==> config.mk <==
export PLATFORM = sky130hd
export DESIGN_NAME = csrx_unit
export DESIGN_NICKNAME = d
export VERILOG_FILES = /design/src/rtl/csrx_pkg.sv /design/src/rtl/csrx_addr_decode.sv /design/src/rtl/csrx_access_check.sv /design/src/rtl/csrx_reg_bank.sv /design/src/rtl/csrx_unit.sv
export SDC_FILE = /design/constraint.sdc
export NUM_CORES = 1
export LEC_CHECK = 0
export BUFFER_PORTS_ARGS = -buffer_cell sky130_fd_sc_hd__buf_2
export CAP_MARGIN = 25
export CORE_MARGIN = 5
export CORE_UTILIZATION = 30
export DETAILED_ROUTE_END_ITERATION = 8
export GPL_TIMING_DRIVEN = 0
export SETUP_SLACK_MARGIN = 0.15
export SLEW_MARGIN = 0
export SYNTH_ARGS = -nofsm -noshare
export SYNTH_HDL_FRONTEND = slang
export SYNTH_SLANG_ARGS = --single-unit
==> constraint.sdc <==
create_clock -name clk -period 2.2 [get_ports clk]
set_input_delay 0.22 -clock clk [delete_from_list [all_inputs] [get_ports clk]]
set_output_delay 0.22 -clock clk [all_outputs]
set_load 0.05 [all_outputs]
==> src/rtl/csrx_pkg.sv <==
package csrx_pkg;

   typedef enum logic [2:0] {
      OP_SWAP  = 3'd0,
      OP_SET   = 3'd1,
      OP_CLR   = 3'd2,
      OP_WONLY = 3'd3,
      OP_RONLY = 3'd4
   } csr_op_e;

   localparam logic [1:0] LVL_USER = 2'b00;
   localparam logic [1:0] LVL_SUPV = 2'b01;

   function automatic logic op_known(input logic [2:0] op);
      return op <= 3'd4;
   endfunction

   function automatic logic op_updates(input logic [2:0] op);
      return op != OP_RONLY;
   endfunction

   function automatic logic op_returns(input logic [2:0] op);
      return op != OP_WONLY;
   endfunction

endpackage

==> src/rtl/csrx_addr_decode.sv <==
module csrx_addr_decode #(
   parameter int XLEN        = 32,
   parameter int NUM_FP      = 3,
   parameter int FP_BASE     = 'h001,
   parameter int NUM_CNT     = 4,
   parameter int CNT_LO_BASE = 'hB00,
   parameter int CNT_HI_BASE = 'hB80,
   parameter int NUM_MREG    = 4,
   parameter int MREG_BASE   = 'h340,
   localparam int NUM_HI     = (XLEN == 32) ? NUM_CNT : 0,
   localparam int NREG       = NUM_FP + NUM_CNT + NUM_HI + NUM_MREG
) (
   input  logic [11:0]     addr,
   output logic [NREG-1:0] hit,
   output logic            implemented,
   output logic            is_fp,
   output logic            is_cnt
);

   localparam int CNT_OFS  = NUM_FP;
   localparam int HI_OFS   = CNT_OFS + NUM_CNT;
   localparam int MREG_OFS = HI_OFS + NUM_HI;

   for (genvar i = 0; i < NUM_FP; i++) begin : g_fp
      assign hit[i] = (addr == 12'(FP_BASE + i));
   end

   for (genvar i = 0; i < NUM_CNT; i++) begin : g_cnt_lo
      assign hit[CNT_OFS + i] = (addr == 12'(CNT_LO_BASE + i));
   end

   if (NUM_HI > 0) begin : g_cnt_hi
      for (genvar i = 0; i < NUM_HI; i++) begin : g_slot
         assign hit[HI_OFS + i] = (addr == 12'(CNT_HI_BASE + i));
      end
   end

   for (genvar i = 0; i < NUM_MREG; i++) begin : g_mreg
      assign hit[MREG_OFS + i] = (addr == 12'(MREG_BASE + i));
   end

   assign implemented = |hit;
   assign is_fp       = |hit[NUM_FP-1:0];
   assign is_cnt      = |hit[CNT_OFS +: (NUM_CNT + NUM_HI)];

endmodule

==> src/rtl/csrx_access_check.sv <==
module csrx_access_check
   import csrx_pkg::*;
(
   input  logic [1:0] need_lvl,
   input  logic [2:0] op,
   input  logic [1:0] priv,
   input  logic       sys_perm,
   input  logic       implemented,
   input  logic       is_fp,
   input  logic       is_cnt,
   output logic       illegal,
   output logic       cap_fault
);

   logic exempt;

   always_comb begin
      illegal = (need_lvl == LVL_SUPV) || (priv < need_lvl) ||
                !implemented || !op_known(op);
      exempt  = (need_lvl == LVL_USER) || is_fp ||
                (is_cnt && !op_updates(op));
      cap_fault = !illegal && !exempt && !sys_perm;
   end

endmodule

==> src/rtl/csrx_reg_bank.sv <==
module csrx_reg_bank #(
   parameter int XLEN = 32,
   parameter int NREG = 15
) (
   input  logic            clk,
   input  logic            rst_n,
   input  logic            we,
   input  logic [NREG-1:0] sel,
   input  logic [XLEN-1:0] wdata,
   output logic [XLEN-1:0] rdata
);

   logic [XLEN-1:0] q [NREG];

   for (genvar i = 0; i < NREG; i++) begin : g_reg
      always_ff @(posedge clk or negedge rst_n) begin
         if (!rst_n)               q[i] <= '0;
         else if (we && sel[i])    q[i] <= wdata;
      end
   end

   always_comb begin
      rdata = '0;
      for (int i = 0; i < NREG; i++) begin
         if (sel[i]) rdata = rdata | q[i];
      end
   end

endmodule

==> src/rtl/csrx_unit.sv <==
module csrx_unit
   import csrx_pkg::*;
#(
   parameter int XLEN        = 32,
   parameter int NUM_FP      = 3,
   parameter int FP_BASE     = 'h001,
   parameter int NUM_CNT     = 4,
   parameter int CNT_LO_BASE = 'hB00,
   parameter int CNT_HI_BASE = 'hB80,
   parameter int NUM_MREG    = 4,
   parameter int MREG_BASE   = 'h340
) (
   input  logic            clk,
   input  logic            rst_n,
   input  logic            req_valid,
   input  logic [11:0]     req_addr,
   input  logic [2:0]      req_op,
   input  logic [XLEN-1:0] req_operand,
   input  logic [1:0]      cur_priv,
   input  logic            pcc_sys_perm,
   output logic            rsp_valid,
   output logic            rsp_wen,
   output logic [XLEN-1:0] rsp_data,
   output logic            rsp_tag,
   output logic            trap_illegal,
   output logic            trap_cap
);

   localparam int NUM_HI = (XLEN == 32) ? NUM_CNT : 0;
   localparam int NREG   = NUM_FP + NUM_CNT + NUM_HI + NUM_MREG;

   if (!(XLEN == 32 || XLEN == 64)) begin : g_bad_xlen
      $error("csrx_unit: XLEN must be 32 or 64");
   end
   if (NUM_FP < 1 || NUM_MREG < 1 || NUM_CNT < 1 || NUM_CNT > 32) begin : g_bad_count
      $error("csrx_unit: register window sizes out of range");
   end
   if (((MREG_BASE >> 8) & 3) == 1) begin : g_bad_mreg
      $error("csrx_unit: scratch window must not sit at supervisor level");
   end

   logic [NREG-1:0] hit;
   logic            implemented, is_fp, is_cnt;
   logic            illegal, cap_fault, allowed;
   logic [XLEN-1:0] old_val, new_val;

   csrx_addr_decode #(
      .XLEN(XLEN), .NUM_FP(NUM_FP), .FP_BASE(FP_BASE),
      .NUM_CNT(NUM_CNT), .CNT_LO_BASE(CNT_LO_BASE), .CNT_HI_BASE(CNT_HI_BASE),
      .NUM_MREG(NUM_MREG), .MREG_BASE(MREG_BASE)
   ) i_decode (
      .addr        (req_addr),
      .hit         (hit),
      .implemented (implemented),
      .is_fp       (is_fp),
      .is_cnt      (is_cnt)
   );

   csrx_access_check i_check (
      .need_lvl    (req_addr[9:8]),
      .op          (req_op),
      .priv        (cur_priv),
      .sys_perm    (pcc_sys_perm),
      .implemented (implemented),
      .is_fp       (is_fp),
      .is_cnt      (is_cnt),
      .illegal     (illegal),
      .cap_fault   (cap_fault)
   );

   assign allowed = req_valid && !illegal && !cap_fault;

   always_comb begin
      case (req_op)
         OP_SET:  new_val = old_val | req_operand;
         OP_CLR:  new_val = old_val & ~req_operand;
         default: new_val = req_operand;
      endcase
   end

   csrx_reg_bank #(.XLEN(XLEN), .NREG(NREG)) i_bank (
      .clk   (clk),
      .rst_n (rst_n),
      .we    (allowed && op_updates(req_op)),
      .sel   (hit),
      .wdata (new_val),
      .rdata (old_val)
   );

   always_ff @(posedge clk or negedge rst_n) begin
      if (!rst_n) begin
         rsp_valid    <= 1'b0;
         rsp_wen      <= 1'b0;
         rsp_data     <= '0;
         trap_illegal <= 1'b0;
         trap_cap     <= 1'b0;
      end else begin
         rsp_valid    <= req_valid;
         rsp_wen      <= allowed && op_returns(req_op);
         rsp_data     <= (allowed && op_returns(req_op)) ? old_val : '0;
         trap_illegal <= req_valid && illegal;
         trap_cap     <= req_valid && cap_fault;
      end
   end

   assign rsp_tag = 1'b0;

endmodule

== Word-level counts from Yosys, hierarchy flattened ==
Index checks and enable logic that the tools add are counted.

* Input bits: 53
* Register bits: 516
* Output and inout port bits: 37

* Reductions and logical operators: 40
* Multiplexer cells: 17
* $lt $le $gt $ge: 2
* Bitwise gates (word level): 17
* Eq/ne operators: 20

{| class="wikitable"
|+ Operator list
! kind !! number
|-
| 32-bit two-way mux || 16
|-
| 32-bit OR || 15
|-
| 12-bit == test, second input constant || 8
|-
| 32-bit case mux with 2 select lines || 1
|-
| 12-bit by 10-bit == test with 1-bit output, second input constant || 4
|-
| 32-bit bitwise AND || 1
|-
| 32-bit inverter || 1
|-
| 12-bit by 2-bit == test with 1-bit output, second input constant || 2
|-
| 1-bit logical AND || 24
|-
| 15-bit OR reduction || 1
|-
| 12-bit by 1-bit == test with 1-bit output, second input constant || 1
|-
| 8-bit OR reduction || 1
|-
| 1-bit zero test || 7
|-
| 1-bit logical OR || 5
|-
| 3-bit by 1-bit == test with 1-bit output, second input constant || 1
|-
| 3-bit by 2-bit == test with 1-bit output, second input constant || 1
|-
| 3-bit less-or-equal comparator, second input constant || 1
|-
| 3-bit by 2-bit inequality test with 1-bit output, second input constant || 1
|-
| 3-bit inequality test, second input constant || 1
|-
| 3-bit OR reduction || 1
|-
| 2-bit by 1-bit == test with 1-bit output, second input constant || 1
|-
| 2-bit zero test || 1
|-
| 2-bit < comparator || 1
|}

== Depth between registers and ports, before layout ==
Gate-level depths: netlist of run 1.

* Depth after elaboration: 32
* Mapped depth: 11
* Depth with buffers taken out: 8

== Hierarchy ==
Synthesis of run 1 repeated with hierarchy kept, for this count alone.

* Cells, all modules: 1639
* Area total of the unflattened synthesis: 22663.0 sq um

{| class="wikitable"
|+ Modules (own cells, without submodules)
! module !! cells an instance !! area each (sq um) !! sequential area each (sq um) !! instances
|-
| csrx_reg_bank || 1401 || 20293.2 || 12011.5 || 1
|-
| csrx_unit || 192 || 2087.0 || 900.9 || 1
|-
| csrx_addr_decode || 34 || 196.4 || 0.0 || 1
|-
| csrx_access_check || 12 || 86.3 || 0.0 || 1
|}

== Least setup slack after synthesis of run 1 ==
Ideal clock, no wire load.

* Path kind: input to register
* Start point: input port req_addr[9]
* End point: register i_bank.q[143] (netlist name)
* Path buffers: 3
* Data required time: 2072 ps
* Cell stages on the path: 10
* Arrival time: 2650 ps
* Library setup time: 128 ps
* Path slack: -578 ps
* Path through: clkbuf_1 inv_1 ha_1 nor2_1 a2111oi_2 o31ai_4 buf_8 nor4_4 buf_6 mux2_1

* Longest elaborated chain between the ends: 32

{| class="wikitable"
|+ RTL lines
! element !! line !! source
|-
| from (decl) || csrx_unit.sv:16 || <nowiki>input logic [11:0] req_addr,</nowiki>
|-
| 12-bit by 1-bit == test with 1-bit output || csrx_addr_decode.sv:25 || <nowiki>assign hit[i] = (addr == 12'(FP_BASE + i));</nowiki>
|-
| 32-bit two-way mux || csrx_reg_bank.sv:25 || <nowiki>if (sel[i]) rdata = rdata | q[i];</nowiki>
|-
| 32-bit OR || csrx_reg_bank.sv:25 ||
|-
| 32-bit two-way mux || csrx_reg_bank.sv:25 ||
|-
| 32-bit OR || csrx_reg_bank.sv:25 ||
|-
| 32-bit two-way mux || csrx_reg_bank.sv:25 ||
|-
| 32-bit OR || csrx_reg_bank.sv:25 ||
|-
| 32-bit two-way mux || csrx_reg_bank.sv:25 ||
|-
| [16 not listed] || n/a ||
|-
| 32-bit OR || csrx_reg_bank.sv:25 ||
|-
| 32-bit two-way mux || csrx_reg_bank.sv:25 ||
|-
| 32-bit OR || csrx_reg_bank.sv:25 ||
|-
| 32-bit two-way mux || csrx_reg_bank.sv:25 ||
|-
| 32-bit OR || csrx_reg_bank.sv:25 ||
|-
| 32-bit two-way mux || csrx_reg_bank.sv:25 ||
|-
| 32-bit bitwise AND or 32-bit OR (tied branches) || csrx_unit.sv:76, csrx_unit.sv:75 ||
|-
| 32-bit case mux with 2 select lines || csrx_unit.sv:74 || <nowiki>case (req_op)</nowiki>
|-
| to (signal, indexed assignment) || csrx_reg_bank.sv:18 || <nowiki>else if (we && sel[i]) q[i] <= wdata;</nowiki>
|-
| to (decl) || csrx_reg_bank.sv:13 || <nowiki>logic [XLEN-1:0] q [NREG];</nowiki>
|}

Several ways; a longest one is shown, not always the timed one.
A chain may end at the register's enable or synchronous reset.

== Worst setup path after layout of run 1 ==
* Start point: register i_bank.q[392] (netlist name)
* End point: register i_bank.q[200] (netlist name)

* Longest elaborated chain between the ends: 28

{| class="wikitable"
|+ RTL lines
! element !! line
|-
| 32-bit OR (*) || csrx_reg_bank.sv:25
|-
| 32-bit two-way mux (*) || csrx_reg_bank.sv:25
|-
| 32-bit OR || csrx_reg_bank.sv:25
|-
| 32-bit two-way mux (*) || csrx_reg_bank.sv:25
|-
| 32-bit OR || csrx_reg_bank.sv:25
|-
| 32-bit two-way mux (*) || csrx_reg_bank.sv:25
|-
| 32-bit OR || csrx_reg_bank.sv:25
|-
| 32-bit two-way mux (*) || csrx_reg_bank.sv:25
|-
| [12 not listed] || n/a
|-
| 32-bit OR || csrx_reg_bank.sv:25
|-
| 32-bit two-way mux (*) || csrx_reg_bank.sv:25
|-
| 32-bit OR || csrx_reg_bank.sv:25
|-
| 32-bit two-way mux (*) || csrx_reg_bank.sv:25
|-
| 32-bit OR || csrx_reg_bank.sv:25
|-
| 32-bit two-way mux (*) || csrx_reg_bank.sv:25
|-
| 32-bit bitwise AND or 32-bit OR (tied branches) || csrx_unit.sv:76, csrx_unit.sv:75
|-
| 32-bit case mux with 2 select lines (*) || csrx_unit.sv:74
|}

Mark *: on every way between the ends. The rest lies on a longest branch, timed or not.

==> results.py, run 1 <==
metrics = {
    "yosys": {
        "synth_top_area_share_pct": 54.2,
        "async_flop_share_pct": 100,
        "synthCells": 2115,
        "synth_common_cells": "dfrtp_1 (516), nor2_1 (347), a21oi_1 (296)",
        "yosys.cell_types.count": 79,
        "synth_edf_count": 0,
        "ys.flop_type": "dfrtp_1",
        "avgSynthCellArea_um2": 11.3,
        "yosysWarningCount": 0,
        "seq_area_frac_synth_pct": 54.2,
        "yosys.area.top_type": "dfrtp_1",
        "synth_area_um2": 23800,
        "yosysMostFrequentCell": "dfrtp_1",
        "synth_nets": 2169,
        "ys_ff_latch": 516,
        "synth.area.top_cells": "dfrtp_1 (54%), mux2_2 (8.7%), a21oi_1 (6.2%)",
    },
    "cells_and_area": {
        "drive_gt1_share_pct": 50.3,
        "fill_cells": 7143,
        "multiInputGateArea_um2": 12600,
        "seq_area_um2": 12900,
        "final_nets": 2579,
        "area_growth_pct": 43.8,
        "utilization_pct": 43.4,
    },
    "routing": {
        "route.detailed.drc": 0,
        "wl_per_cell_um": 30.4,
        "wl_um": 110000,
        "dr.pass1.iters": 6,
        "routed_via_density": 5.83,
        "ant_nets": 0,
        "drtIter0Drc": 2498,
        "vias": 21137,
    },
    "clock_tree": {
        "htree_levels": 2,
        "cts_tree": "built",
        "numClockSinks": 516,
        "insertion_delay_ns": 0.65,
        "clock_path_buffers": 3,
        "path_clk_slew_ns": 0.06,
        "cts_root_buf": "clkbuf_16",
        "numCtsBuffers": 55,
    },
    "global_routing": {
        "grt_pass1_wl_um": 154000,
        "grt.overflow.total": 0,
        "first_global_vias": 21199,
        "grt_antenna_before_repair": 8,
        "grt_start_max_net_pins": 125,
        "track_usage_pct": 24.5,
    },
    "timing": {
        "timing.fmax_mhz": 450,
        "hold_slack_ns": 0.0504,
        "final-hold-violation-count": 0,
        "setup_ws_ns": -0.0227,
        "tightestPinTransition_ns": 1.04,
        "finalCritPeriodShare_pct": 101,
        "fin_tns_setup_ns": -0.251,
        "relSlewSlack_pct": 30.4,
        "setup_viol": 18,
        "slew_viol_final": 0,
        "fin_skew_ns": 0.0352,
        "rsz0062_at_grt": "yes",
        "layout_min_cycle_time_ns": 2.22,
    },
    "power_and_ir_drop": {
        "p_per_area_nw_per_um2": 620,
        "p_leak_uw": 0.0153,
        "ir_drop_mv": 0.589,
    },
    "setup_path": {
        "cp_cell_sequence": "or4b_4, a211o_1, a21oi_4, nor4b_4, o31a_1, buf_6, buf_8, a21oi_2",
        "slowest_delay_ns": 0.47,
        "reg2reg_from": "i_bank.q[392]",
        "crit_path_start": "i_bank.q[392]",
        "critical_path_class": "flip-flop to flip-flop",
        "path_max_fanout": 5,
        "worst_ep_arrival_time_ns": 2.79,
        "cp-start-kind": "flip-flop",
        "endpoint_kind": "flip-flop",
        "cp_slowest_cell": "or4b_4",
        "worstPathRequired_ns": 2.76,
    },
    "floorplan": {
        "die-area_um2": 85100,
        "io-pin-count": 90,
        "rows": 103,
        "core_um2": 78900,
        "initial_utilization_pct": 30.2,
        "die_h_um": 292,
        "die_w_um": 292,
    },
    "place": {
        "io_buffer_count": 86,
        "place.gp.congestion": 0.940,
        "dp_hpwl_um": 69200,
    },
    "flow_run": {
        "maxCapViolCount": 0,
    },
    "status": {
        "status": "finished, violations left",
        "violations": "negative setup slack",
    },
    "min_path": {
        "min_path_type": "input port to flip-flop",
        "hp-start": "req_operand[26]",
    },
}
[power breakdown]
group	leakage (uW)	internal (uW)	switching, uW
registers	0.00721	9490	0.399
logic	0.00717	693	1260
clock network	0.000931	5680	4110
[cells by family after synthesis]
logic type | Yosys count | share of synthesized area, %
XOR/XNOR | 1 | 0.0368
AND/OR/NAND/NOR | 586 | 12.3
AO/OA/AOI/OAI | 520 | 13.6
multiplexers | 292 | 15.6
buffers and inverters | 198 | 4.15
other | 1 | 0.0157
flip-flops | 516 | 54.2
adder cells (fa/ha/maj) | 1 | 0.0525
[per-layer routing]
layer / vias to the layer above / global-route usage [%] / share of wire (%)
met3: 420 / 7.34 / 11
met1: 10851 / 31.8 / 38
met5: - / 0 / 0
li1: 8484 / - / -
met4: 0 / 13.0 / 7.6
met2: 1382 / 37.0 / 43
[worst max-delay path, delay by kind of cell, from the launching register on]
| kind | cells | cell delay [ns] |
|---|---|---|
| AOI/OAI and AO/OA | 4 | 0.90 |
| buffers and inverters | 2 | 0.28 |
| and+or+nand+nor | 2 | 0.55 |
| DFF | 1 | 0.42 |
[area by class of cell]
type / instances / share of cell area, %
Sequential cell: 516 / 37.7
Inverter: 7 / 0.0913
Tap cell: 1050 / 3.84
Multi-Input combinational cell: 1401 / 36.8
Antenna cell: 5 / 0.0365
Clock buffer: 83 / 4.86
Timing Repair Buffer: 353 / 9.19
Buffer: 191 / 6.86
Clock inverter: 18 / 0.617
[cells in the final DEF, fill, tap and decap left out, types with 6 or more instances in the layout]
cell type | netlist | routed
o21ai_1 | 1 | 11
o21ai_0 | 37 | 12
mux2_4 | 5 | 180
clkbuf_4 | 0 | 18
nand4_1 | 38 | 38
buf_6 | 10 | 101
a32o_1 | 13 | 7
dfrtp_1 | 516 | 516
o21ai_2 | 0 | 13
clkinv_2 | 0 | 11
nor4_4 | 16 | 21
buf_4 | 11 | 193
buf_8 | 1 | 56
mux2i_1 | 27 | 25
mux4_2 | 39 | 39
buf_12 | 0 | 29
inv_1 | 7 | 6
o31a_1 | 16 | 10
o31ai_4 | 1 | 14
clkbuf_8 | 0 | 22
nand3_1 | 20 | 15
a22oi_1 | 54 | 50
a21oi_1 | 296 | 65
mux2_2 | 183 | 46
a32o_2 | 0 | 6
nor3_4 | 1 | 12
o211ai_1 | 7 | 7
clkbuf_2 | 0 | 15
o22ai_1 | 12 | 9
clkbuf_1 | 58 | 15
nand2_1 | 74 | 69
buf_16 | 0 | 15
clkbuf_16 | 0 | 67
a21oi_2 | 0 | 227
nor2_1 | 347 | 337
and3_1 | 6 | 6
a2111oi_4 | 0 | 6
buf_2 | 93 | 93
a22o_1 | 10 | 10
[stage by stage]
stage	cell area, um^2	instances	setup WS [ns]	power, uW
3_3_place_gp	27700	3251	-9.50	11000
2_1_floorplan	26000	2115	-0.293	10300
4_1_cts	32900	3553	-0.0145	21100
6_report	34300	3624	-0.0227	21200
5_1_grt	34200	3619	-0.0668	21700
3_5_place_dp	27900	3261	-2.05	11000
[final timing paths]
check / cells past startpoint / slack, ns / endpoint
worst max-delay path: 8 / -0.02 / i_bank.q[200]
min in group asynchronous: 2 / 0.19 / i_bank.q[64]
worst max register to register: 8 / -0.02 / i_bank.q[200]
max in group asynchronous: 4 / 0.56 / i_bank.q[67]
worst min-delay path: 4 / 0.05 / i_bank.q[474]
worst min register to register: 2 / 0.49 / i_bank.q[38]
[sequential cells by signal (all words and copies together), names as in the netlist]
register / count
i_bank.q: 480
trap_illegal: 1
rsp_data: 32
rsp_valid: 1
rsp_wen: 1
trap_cap: 1
[repair_timing]
item | in CTS | in global routing
hold buffers | 3 | 0
gates resized for setup | 349 | 208
cloned | 17 | 11
endpoints found under the setup margin | 513 | 476
setup buffers | 171 | 55
hold endpoints to repair | 73 | 0
pin swaps | 145 | 86
Power figures use the tool's default switching activity.
==> run 2: changes to the inputs <==
- clock period: 2.2 -> 2.3 ns (I/O delays scaled with it)
==> results.py, run 2 (synthesis gave the netlist of run 1 again) <==
metrics = {
    "status": {
        "status": "finished clean",
    },
    "routing": {
        "route.detailed.drc": 0,
        "wl_um": 107000,
        "drtIter0Drc": 2736,
        "routed_via_density": 5.88,
        "ant_nets": 0,
        "dr.pass1.iters": 7,
        "wl_per_cell_um": 30.4,
        "vias": 20727,
    },
    "cells_and_area": {
        "final_nets": 2477,
        "top_regs": "i_bank.q: 480 flops, rsp_data: 32 flops",
        "final_cell_mix": "dfrtp_1 (516), nor2_1 (336), a21oi_2 (187)",
        "largest_register_ffs": 480,
        "final_cell_area_um2": 32700,
        "area_growth_pct": 37.2,
        "drive_gt1_share_pct": 46.2,
        "final_common_cell": "dfrtp_1",
        "regMostFlops": "i_bank.q",
    },
    "global_routing": {
        "grt_antenna_before_repair": 7,
        "met2_usage_pct": 36.0,
        "met1_usage_pct": 30.7,
        "track_usage_pct": 23.5,
        "grt_start_max_net_pins": 127,
        "first_global_vias": 20339,
        "grt_pass1_wl_um": 148000,
        "gr-usage-met3_pct": 6.18,
        "grt.overflow.total": 0,
        "top_usage_layer": "met2",
    },
    "setup_path": {
        "endpoint_kind": "flip-flop",
        "worst_ep_arrival_time_ns": 2.86,
        "path_max_fanout": 5,
        "reg2reg_from": "i_bank.q[392]",
        "critical_path_class": "flip-flop to flip-flop",
        "crit_path_start": "i_bank.q[392]",
        "worstPathRequired_ns": 2.87,
        "cp-start-kind": "flip-flop",
    },
    "flow_run": {
        "maxCapViolCount": 0,
    },
    "place": {
        "place_ws_ns": -1.61,
        "dp_hpwl_um": 68900,
        "placed_area_um2": 27800,
        "io_buffer_count": 86,
        "place.gp.congestion": 0.925,
    },
    "clock_tree": {
        "cts_tree": "built",
        "numClockSinks": 516,
        "numCtsBuffers": 56,
        "path_clk_slew_ns": 0.06,
        "htree_levels": 2,
        "clock_path_buffers": 3,
        "cts_root_buf": "clkbuf_16",
        "insertion_delay_ns": 0.65,
    },
    "timing": {
        "tightestPinTransition_ns": 0.890,
        "finalCritPeriodShare_pct": 99.9,
        "setup_viol": 0,
        "timing.fmax_mhz": 435,
        "layout_min_cycle_time_ns": 2.30,
        "rsz0062_at_grt": "yes",
        "final-hold-violation-count": 0,
        "relSlewSlack_pct": 40.5,
        "slew_viol_final": 0,
        "setup_ws_ns": 0.00151,
        "fin_skew_ns": 0.0178,
        "hold_slack_ns": 0.0385,
        "fin_tns_setup_ns": 0,
    },
    "floorplan": {
        "core_um2": 78900,
        "io-pin-count": 90,
        "die-area_um2": 85100,
        "die_w_um": 292,
        "initial_utilization_pct": 30.2,
        "die_h_um": 292,
        "rows": 103,
    },
    "min_path": {
        "min_path_type": "input port to flip-flop",
        "hp-start": "pcc_sys_perm",
    },
    "power_and_ir_drop": {
        "power_uw": 20800,
        "p_leak_uw": 0.0147,
        "ir_drop_mv": 0.535,
        "p_per_area_nw_per_um2": 637,
    },
}
-- run 2: final timing paths --
| kind | end | slack (ns) | cells past startpoint |
|---|---|---|---|
| worst max-delay path | i_bank.q[168] | 0.002 | 7 |
| worst min-delay path | trap_cap | 0.04 | 4 |
| worst max register to register | i_bank.q[168] | 0.002 | 7 |
| worst min register to register | i_bank.q[40] | 0.49 | 2 |
| max in group asynchronous | rsp_data[13] | 0.55 | 4 |
| min in group asynchronous | i_bank.q[105] | 0.20 | 2 |
-- run 2: through the flow --
step	utilization (%)	std cells
6_report	41.4	3524
5_1_grt	41.4	3522
4_1_cts	39.9	3468
3_5_place_dp	35.3	3264
3_3_place_gp	35.0	3251
2_1_floorplan	-	2115
-- run 2: metal layers --
metal / routed length [um] / vias to the layer above
met1: 41100 / 10645
met5: 15 / -
met2: 46300 / 1383
met3: 11800 / 431
met4: 7800 / 2
li1: - / 8266
-- run 2: cell type report --
type,count,area [um^2]
multi-input combinational,1401,12100
tap,1050,1310
sequential,516,12900
inverter,7,28.8
buffer,190,2120
clock buffer,75,1630
fill,7329,46200
clock inverter,31,417
antenna,3,7.51
timing repair buffer,251,2130
-- run 2: critical path: stages (launching register included) --
cell     delay (ns)
dfrtp_1        0.44
or4b_4         0.48
a211o_1        0.30
a21oi_4        0.18
nor4b_4        0.08
o31a_1         0.43
buf_8          0.19
a21oi_1        0.12
-- run 2: power by group --
group	leakage [uW]	total [uW]	internal, uW	switching (uW)
registers	0.00721	9080	9080	0.425
clock network	0.00103	10100	6010	4060
logic	0.00646	1660	534	1130
total	0.0147	20800	15600	5190
-- run 2: what timing repair did --
| action | CTS | global route |
|---|---|---|
| endpoints found under the setup margin | 513 | 453 |
| buffers inserted | 95 | 39 |
| gates resized for setup | 182 | 195 |
| hold endpoints to repair | 81 | 1 |
| gates cloned | 2 | 13 |
| pin swaps | 77 | 65 |
| hold buffers | 2 | 1 |
